### config.mk
export PLATFORM = sky130hd
export DESIGN_NAME = simt_branch_split
export DESIGN_NICKNAME = d
export VERILOG_FILES = /design/src/rtl/simt_branch_pkg.sv /design/src/rtl/simt_leader_pick.sv /design/src/rtl/simt_target_match.sv /design/src/rtl/simt_branch_split.sv
export SDC_FILE = /design/constraint.sdc
export NUM_CORES = 1
export LEC_CHECK = 0
export BUFFER_PORTS_ARGS = -buffer_cell sky130_fd_sc_hd__buf_2
export CORE_MARGIN = 1.5
export CORE_UTILIZATION = 45
export CTS_BUF_LIST = sky130_fd_sc_hd__clkbuf_16
export CTS_CLUSTER_SIZE = 28
export DETAILED_ROUTE_END_ITERATION = 16
export PLACE_DENSITY = 0.79
export SLEW_MARGIN = 10
export SYNTH_ARGS = -nofsm -noshare
export SYNTH_HDL_FRONTEND = slang
export SYNTH_SLANG_ARGS = --single-unit
### constraint.sdc
create_clock -name clk -period 3 [get_ports clk]
set_input_delay 0.15 -clock clk [delete_from_list [all_inputs] [get_ports clk]]
set_output_delay 0.15 -clock clk [all_outputs]
set_load 0.05 [all_outputs]
### src/rtl/simt_branch_pkg.sv
package simt_branch_pkg;

    typedef enum logic {
        KIND_RELATIVE = 1'b0,
        KIND_INDIRECT = 1'b1
    } br_kind_e;

endpackage

### src/rtl/simt_leader_pick.sv
module simt_leader_pick #(
    parameter int LANES = 4,
    localparam int IDX_W = (LANES > 1) ? $clog2(LANES) : 1
) (
    input  logic [LANES-1:0] member,
    output logic [IDX_W-1:0] leader_idx,
    output logic             leader_found
);

    // Lowest set bit wins: scan from the top so the lowest index overwrites last.
    always_comb begin
        leader_idx   = '0;
        leader_found = 1'b0;
        for (int i = LANES - 1; i >= 0; i--) begin
            if (member[i]) begin
                leader_idx   = IDX_W'(i);
                leader_found = 1'b1;
            end
        end
    end

endmodule

### src/rtl/simt_target_match.sv
module simt_target_match #(
    parameter int LANES = 4,
    parameter int PC_W  = 32,
    localparam int IDX_W = (LANES > 1) ? $clog2(LANES) : 1
) (
    input  logic [PC_W*LANES-1:0] targets,
    input  logic [LANES-1:0]      member,
    input  logic [IDX_W-1:0]      leader_idx,
    output logic [PC_W-1:0]       leader_tgt,
    output logic [LANES-1:0]      agree
);

    localparam logic [PC_W-1:0] ALIGN = {{(PC_W-1){1'b1}}, 1'b0};

    logic [PC_W-1:0] lane_tgt [LANES];

    for (genvar g = 0; g < LANES; g++) begin : g_lane
        assign lane_tgt[g] = targets[g*PC_W +: PC_W] & ALIGN;
    end

    assign leader_tgt = lane_tgt[leader_idx];

    for (genvar g = 0; g < LANES; g++) begin : g_cmp
        assign agree[g] = member[g] && (lane_tgt[g] == leader_tgt);
    end

endmodule

### src/rtl/simt_branch_split.sv
module simt_branch_split
    import simt_branch_pkg::*;
#(
    parameter int LANES = 4,
    parameter int PC_W  = 32,
    localparam int IDX_W = (LANES > 1) ? $clog2(LANES) : 1
) (
    input  logic                  clk,
    input  logic                  rst_n,
    input  logic [PC_W-1:0]       br_pc,
    input  logic [LANES-1:0]      br_member,
    input  logic [LANES-1:0]      br_cond,
    input  logic [PC_W-1:0]       br_imm,
    input  logic                  br_indirect,
    input  logic [PC_W*LANES-1:0] br_targets,
    output logic                  out0_valid,
    output logic [PC_W-1:0]       out0_pc,
    output logic [LANES-1:0]      out0_mask,
    output logic                  out1_valid,
    output logic [PC_W-1:0]       out1_pc,
    output logic [LANES-1:0]      out1_mask,
    output logic                  out_replay
);

    typedef struct packed {
        logic             v0;
        logic [PC_W-1:0]  pc0;
        logic [LANES-1:0] m0;
        logic             v1;
        logic [PC_W-1:0]  pc1;
        logic [LANES-1:0] m1;
        logic             rp;
    } split_t;

    split_t st_d, st_q;
    logic   primed_d, primed_q;

    logic [IDX_W-1:0] lead_idx;
    logic             lead_found;
    logic [PC_W-1:0]  lead_tgt;
    logic [LANES-1:0] agree;
    br_kind_e         kind;

    assign kind = br_kind_e'(br_indirect);

    simt_leader_pick #(.LANES(LANES)) u_leader (
        .member       (br_member),
        .leader_idx   (lead_idx),
        .leader_found (lead_found)
    );

    simt_target_match #(.LANES(LANES), .PC_W(PC_W)) u_match (
        .targets    (br_targets),
        .member     (br_member),
        .leader_idx (lead_idx),
        .leader_tgt (lead_tgt),
        .agree      (agree)
    );

    always_comb begin
        st_d     = '0;
        primed_d = 1'b1;
        if (kind == KIND_RELATIVE) begin
            st_d.pc0 = br_pc + br_imm;
            st_d.m0  = br_cond & br_member;
            st_d.pc1 = br_pc + PC_W'(4);
            st_d.m1  = ~br_cond & br_member;
            st_d.rp  = 1'b0;
        end else begin
            st_d.pc0 = lead_tgt;
            st_d.m0  = lead_found ? agree : '0;
            st_d.pc1 = br_pc;
            st_d.m1  = br_member & ~st_d.m0;
            st_d.rp  = |st_d.m1;
        end
        st_d.v0 = |st_d.m0;
        st_d.v1 = |st_d.m1;
    end

    always_ff @(posedge clk) begin
        if (!rst_n) begin
            st_q     <= '0;
            primed_q <= 1'b0;
        end else begin
            st_q     <= st_d;
            primed_q <= primed_d;
        end
    end

    assign out0_valid = st_q.v0;
    assign out0_pc    = st_q.pc0;
    assign out0_mask  = st_q.m0;
    assign out1_valid = st_q.v1;
    assign out1_pc    = st_q.pc1;
    assign out1_mask  = st_q.m1;
    assign out_replay = st_q.rp;

    // The two streams split the members with no lane lost or doubled.
    assert_disjoint_R8: assert property (@(posedge clk) disable iff (!rst_n)
        primed_q |-> ((out0_mask & out1_mask) == '0));

    assert_cover_members_R8: assert property (@(posedge clk) disable iff (!rst_n)
        primed_q |-> ((out0_mask | out1_mask) == $past(br_member)));

    assert_rel_taken_pc_R1: assert property (@(posedge clk) disable iff (!rst_n)
        (primed_q && !$past(br_indirect)) |-> (out0_pc == $past(br_pc + br_imm)));

    assert_rel_noreplay_R6: assert property (@(posedge clk) disable iff (!rst_n)
        (primed_q && !$past(br_indirect)) |-> !out_replay);

    // The leader lane (lowest member) always moves with stream 0.
    assert_ind_leader_R4: assert property (@(posedge clk) disable iff (!rst_n)
        (primed_q && $past(br_indirect) && ($past(br_member) != '0)) |->
        ((out0_mask & ($past(br_member) & (~$past(br_member) + 1'b1))) != '0));

    assert_replay_keeps_pc_R5: assert property (@(posedge clk) disable iff (!rst_n)
        out_replay |-> (out1_valid && out1_pc == $past(br_pc) && $past(br_indirect)));

    assert_valid_mask_R3: assert property (@(posedge clk) disable iff (!rst_n)
        $onehot0({out0_valid && out0_mask == '0, out1_valid && out1_mask == '0})
        && !(out0_valid && out0_mask == '0) && !(out1_valid && out1_mask == '0));

endmodule

==> impl_table.tex <==
\begin{tabular}{lr}
\hline
Metric & Value \\
\hline
\multicolumn{2}{l}{\textbf{Power}} \\
\quad Max rail drop VDD & 0.268 mV \\
\quad Static Leakage & 0.00422 uW \\
\quad Total power consumption of the routed design & 3920 uW \\
\quad PwrDens & 433 nW/um2 \\
\multicolumn{2}{l}{\textbf{Final layout}} \\
\quad Post-layout nets & 1398 \\
\quad Number of fillers in the final layout & 1321 \\
\quad Fraction of final layout cells sized beyond drive strength 1 & 0.339 \\
\quad Total area of sequential cells & 1500 um2 \\
\quad Combined area of the multi-input logic cells & 4870 um2 \\
\quad Filler-free cell count of the finished design & 1351 \\
\quad Area growth from synthesis to final layout & 36.5\% \\
\quad Final instance area & 9050 um2 \\
\multicolumn{2}{l}{\textbf{Die}} \\
\quad Core region area & 14500 um2 \\
\quad Starting Density & 0.458 \\
\quad Area of the die & 15500 um2 \\
\quad Row count & 44 \\
\quad Chip width & 124 um \\
\quad I/O pin count & 278 \\
\quad Die height & 124 um \\
\multicolumn{2}{l}{\textbf{Drt}} \\
\quad Vias after detailed routing & 7801 \\
\quad Routed length per instance & 19.2 um \\
\quad Initial detailed-routing violation count & 704 \\
\quad Per-cell via count in the routed design & 5.77 \\
\quad ANT nets after route & 0 \\
\quad Detailed Routing Iterations Pass 1 & 5 \\
\quad Total Wirelength & 25900 um \\
\quad Number of design rule violations left after detail routing & 0 \\
\multicolumn{2}{l}{\textbf{STA}} \\
\quad Slew margin rel. & 0.541 \\
\quad Share of the clock period used by the worst path & 0.966 \\
\quad Endpoints failing hold & 0 \\
\quad Pins Over Slew Limit & 0 \\
\quad Unrepaired setup endpoints after global routing & false \\
\quad Top achievable clock speed & 0.345 GHz \\
\quad Least-Margin Pin Slew & 0.684 ns \\
\quad Final setup violation count & 0 \\
\quad Min Clock Period, post-route & 2.90 ns \\
\multicolumn{2}{l}{\textbf{Logic synthesis}} \\
\quad Cell types occupying the most area after synthesis & sky130\_fd\_sc\_hd\_\_dfxtp\_1, sky130\_fd\_sc\_hd\_\_xnor2\_1, sky130\_fd\_sc\_hd\_\_xor2\_1 \\
\quad Distinct cell type count after synthesis & 67 \\
\quad Yosys top cell by area & sky130\_fd\_sc\_hd\_\_dfxtp\_1 \\
\quad Post-synth EDFFs & 0 \\
\quad Synth warn & 0 \\
\quad Share of async-settable or async-resettable flops after synthesis & 0 \\
\quad Proportion of netlist area held by the largest area contributor & 0.227 \\
\quad Sequential cell area fraction in the yosys report & 0.227 \\
\quad Number of standard cells after synthesis & 838 \\
\quad Mean instance size in the synthesized netlist & 7.91 um2 \\
\quad Top cells by instance count after synthesis & sky130\_fd\_sc\_hd\_\_nor2\_1, sky130\_fd\_sc\_hd\_\_xnor2\_1, sky130\_fd\_sc\_hd\_\_dfxtp\_1 \\
\quad Commonest register cell after synthesis & sky130\_fd\_sc\_hd\_\_dfxtp\_1 \\
\quad Synthesized area & 6630 um2 \\
\quad Count of state elements after synthesis & 75 \\
\quad Synthesized Nets & 1074 \\
\multicolumn{2}{l}{\textbf{Placement}} \\
\quad GP Congestion & 1.01 \\
\quad Instance area at placement & 8680 um2 \\
\quad Cell count after placement & 1335 \\
\quad PortBufs & 273 \\
\quad DP Wirelength & 21400 um \\
\multicolumn{2}{l}{\textbf{Global routing}} \\
\quad Maximum number of pins on one net before global-route repair & 29 \\
\quad Via count of the first global-routing pass & 7447 \\
\quad Initial antenna violation count & 1 \\
\quad Wire length of the first global-routing pass & 40100 um \\
\quad Overall Global Routing Usage & 0.326 \\
\quad Congestion Overflow GR & 0 \\
\multicolumn{2}{l}{\textbf{Hold path}} \\
\quad Count of cells along the worst hold path & 2 \\
\quad Hold path startpoint & br\_cond[0] \\
\quad Worst hold-check path type & input pin to flop \\
\quad Endpoint with the worst hold slack & out1\_mask[0]\$\_SDFF\_PN0\_ \\
\multicolumn{2}{l}{\textbf{Setup path}} \\
\quad Required arrival time at the worst endpoint & 3.22 ns \\
\quad Critical path buffer and inverter count & 2 \\
\quad Arrival time at the worst endpoint & 3.11 ns \\
\quad Critical Path Start Type & input pin \\
\quad Path type of the worst setup path & input pin to flop \\
\quad Most common cell on crit path & sky130\_fd\_sc\_hd\_\_or4\_1 \\
\quad Crit-path cells & clkbuf\_4 > nor3\_2 > or2\_0 > buf\_4 > a32o\_2 > xor2\_1 > or4\_1 > or4\_1 > or3\_4 > o2111a\_1 > or4\_1 \\
\quad Slowest cell on crit path & sky130\_fd\_sc\_hd\_\_or4\_1 \\
\quad Kind of end point of the critical path & flop \\
\quad Crit path largest cell delay & 0.50 ns \\
\quad Critical path peak fanout & 12 \\
\quad Gate family responsible for the most delay along the worst path & simple AND/OR/NAND/NOR gates \\
\multicolumn{2}{l}{\textbf{Clock tree}} \\
\quad Clock edge transition at the registers on the reported setup and hold paths & 0.06 ns \\
\quad Buffers inserted during post-CTS setup optimization & 0 \\
\quad TritonCTS Buffers & 9 \\
\quad Level count of the clock H-tree & 3 \\
\quad Maximum number of buffers from clock root to sink & 2 \\
\quad Total number of clock tree sinks & 75 \\
\quad TritonCTS clock tree & done \\
\quad CTS root buf & sky130\_fd\_sc\_hd\_\_clkbuf\_16 \\
\multicolumn{2}{l}{\textbf{Job}} \\
\quad \# Max-Cap Violations & 0 \\
\multicolumn{2}{l}{\textbf{Outcome}} \\
\quad Run status & finished clean \\
\hline
\end{tabular}
[final cells by class]
class / instances / area share
flip-flops and latches: 75 / 0.166
well taps: 184 / 0.0254
multi-input cells: 690 / 0.538
diodes: 1 / 0.000276
inverters: 29 / 0.0120
clock inverters: 6 / 0.0101
clock buffers: 9 / 0.0249
repair buffers: 357 / 0.223
[state kept, by name, indices dropped and copies added, names as in the netlist]
name and flops:
out0_pc 32, out1_pc 32, out0_mask 4, out1_mask 4, out0_valid 1, out1_valid 1, out_replay 1
[where the power goes]
group / internal [uW] / total, uW / switching [uW]
combinational: 636 / 1640 / 1010
sequential: 1080 / 1100 / 25.8
clock: 725 / 1170 / 448
total: 2440 / 3920 / 1480
[layer usage]
metal  GRT usage  vias up  wire [um]  share of wire
li1            -     3753          -              -
met3      0.0653       74       1900          0.073
met5           0        -          0              0
met4       0.166        0       1240          0.048
met1       0.403     3566      10800           0.42
met2       0.538      408      12000           0.46
[worst max-delay path by stage]
stage	from	endpoint	slack, ns	cells past startpoint
after global placement	br_member[2]	out1_valid$_SDFF_PN0_	-0.31	11
after detailed placement	br_member[2]	out1_valid$_SDFF_PN0_	-0.34	11
after CTS	br_member[2]	out1_valid$_SDFF_PN0_	0.008	11
after global routing	br_member[1]	out1_valid$_SDFF_PN0_	0.006	14
after floorplan	br_member[3]	out1_valid$_SDFF_PN0_	0.004	10
final	br_member[1]	out1_valid$_SDFF_PN0_	0.10	11
[metrics by stage]
stage / util / TNS (ns) / setup slack [ns] / hold WS (ns)
2_1_floorplan: - / 0 / 0.00378 / 0.235
3_3_place_gp: 0.599 / -0.399 / -0.308 / 0.382
3_5_place_dp: 0.599 / -0.442 / -0.338 / 0.375
4_1_cts: 0.621 / 0 / 0.00783 / 0.0168
5_1_grt: 0.625 / 0 / 0.00558 / 0.0155
6_report: 0.625 / 0 / 0.103 / 0.0192
[timing repair]
| item | in CTS | in global routing |
|---|---|---|
| hold buffers | 0 | 0 |
| resized for setup | 0 | 12 |
| endpoints found under the setup margin | 0 | 1 |
| endpoints found under the hold margin | 0 | 0 |
[logic make-up (layout without fill, tap and decap cells)]
logic type | count (synthesis) | after routing | synth area share
buf+inv | 73 | 401 | 0.0462
xor+xnor | 132 | 132 | 0.174
mux | 10 | 10 | 0.0162
simple gates | 272 | 272 | 0.215
flops | 75 | 75 | 0.227
other cells | 0 | 1 | 0
fa+ha+maj | 33 | 33 | 0.0634
compound gates | 243 | 243 | 0.258
[layout by cell type (no fill, tap or decap), types with 4 or more instances in the layout]
cell type,netlist,final
sky130_fd_sc_hd__a21o_1,25,25
sky130_fd_sc_hd__o21bai_1,4,4
sky130_fd_sc_hd__nor2_1,76,76
sky130_fd_sc_hd__nand3b_1,10,10
sky130_fd_sc_hd__nand2b_1,21,21
sky130_fd_sc_hd__xnor2_1,76,76
sky130_fd_sc_hd__o211ai_1,5,5
sky130_fd_sc_hd__o21ai_0,32,32
sky130_fd_sc_hd__a221o_1,18,18
sky130_fd_sc_hd__nor2b_1,16,15
sky130_fd_sc_hd__and2_1,7,7
sky130_fd_sc_hd__a22o_1,4,4
sky130_fd_sc_hd__nand3_1,24,24
sky130_fd_sc_hd__and4_1,5,5
sky130_fd_sc_hd__buf_4,3,81
sky130_fd_sc_hd__o22ai_1,12,12
sky130_fd_sc_hd__a21oi_1,55,54
sky130_fd_sc_hd__clkbuf_16,0,9
sky130_fd_sc_hd__mux2_2,6,6
sky130_fd_sc_hd__ha_1,32,32
sky130_fd_sc_hd__a211oi_1,14,14
sky130_fd_sc_hd__and3_1,9,9
sky130_fd_sc_hd__a22oi_1,6,5
sky130_fd_sc_hd__a32oi_1,11,9
sky130_fd_sc_hd__or4_1,8,8
sky130_fd_sc_hd__nor4_1,17,17
sky130_fd_sc_hd__mux2i_1,4,4
sky130_fd_sc_hd__or3_1,8,7
sky130_fd_sc_hd__a31oi_1,11,11
sky130_fd_sc_hd__a221oi_1,13,10
sky130_fd_sc_hd__xor2_1,56,56
sky130_fd_sc_hd__buf_2,11,272
sky130_fd_sc_hd__inv_1,27,27
sky130_fd_sc_hd__nand2_1,36,36
sky130_fd_sc_hd__nor3_1,11,11
sky130_fd_sc_hd__nand4_1,16,16
sky130_fd_sc_hd__dfxtp_1,75,75
(Power assumes the default switching activity.)
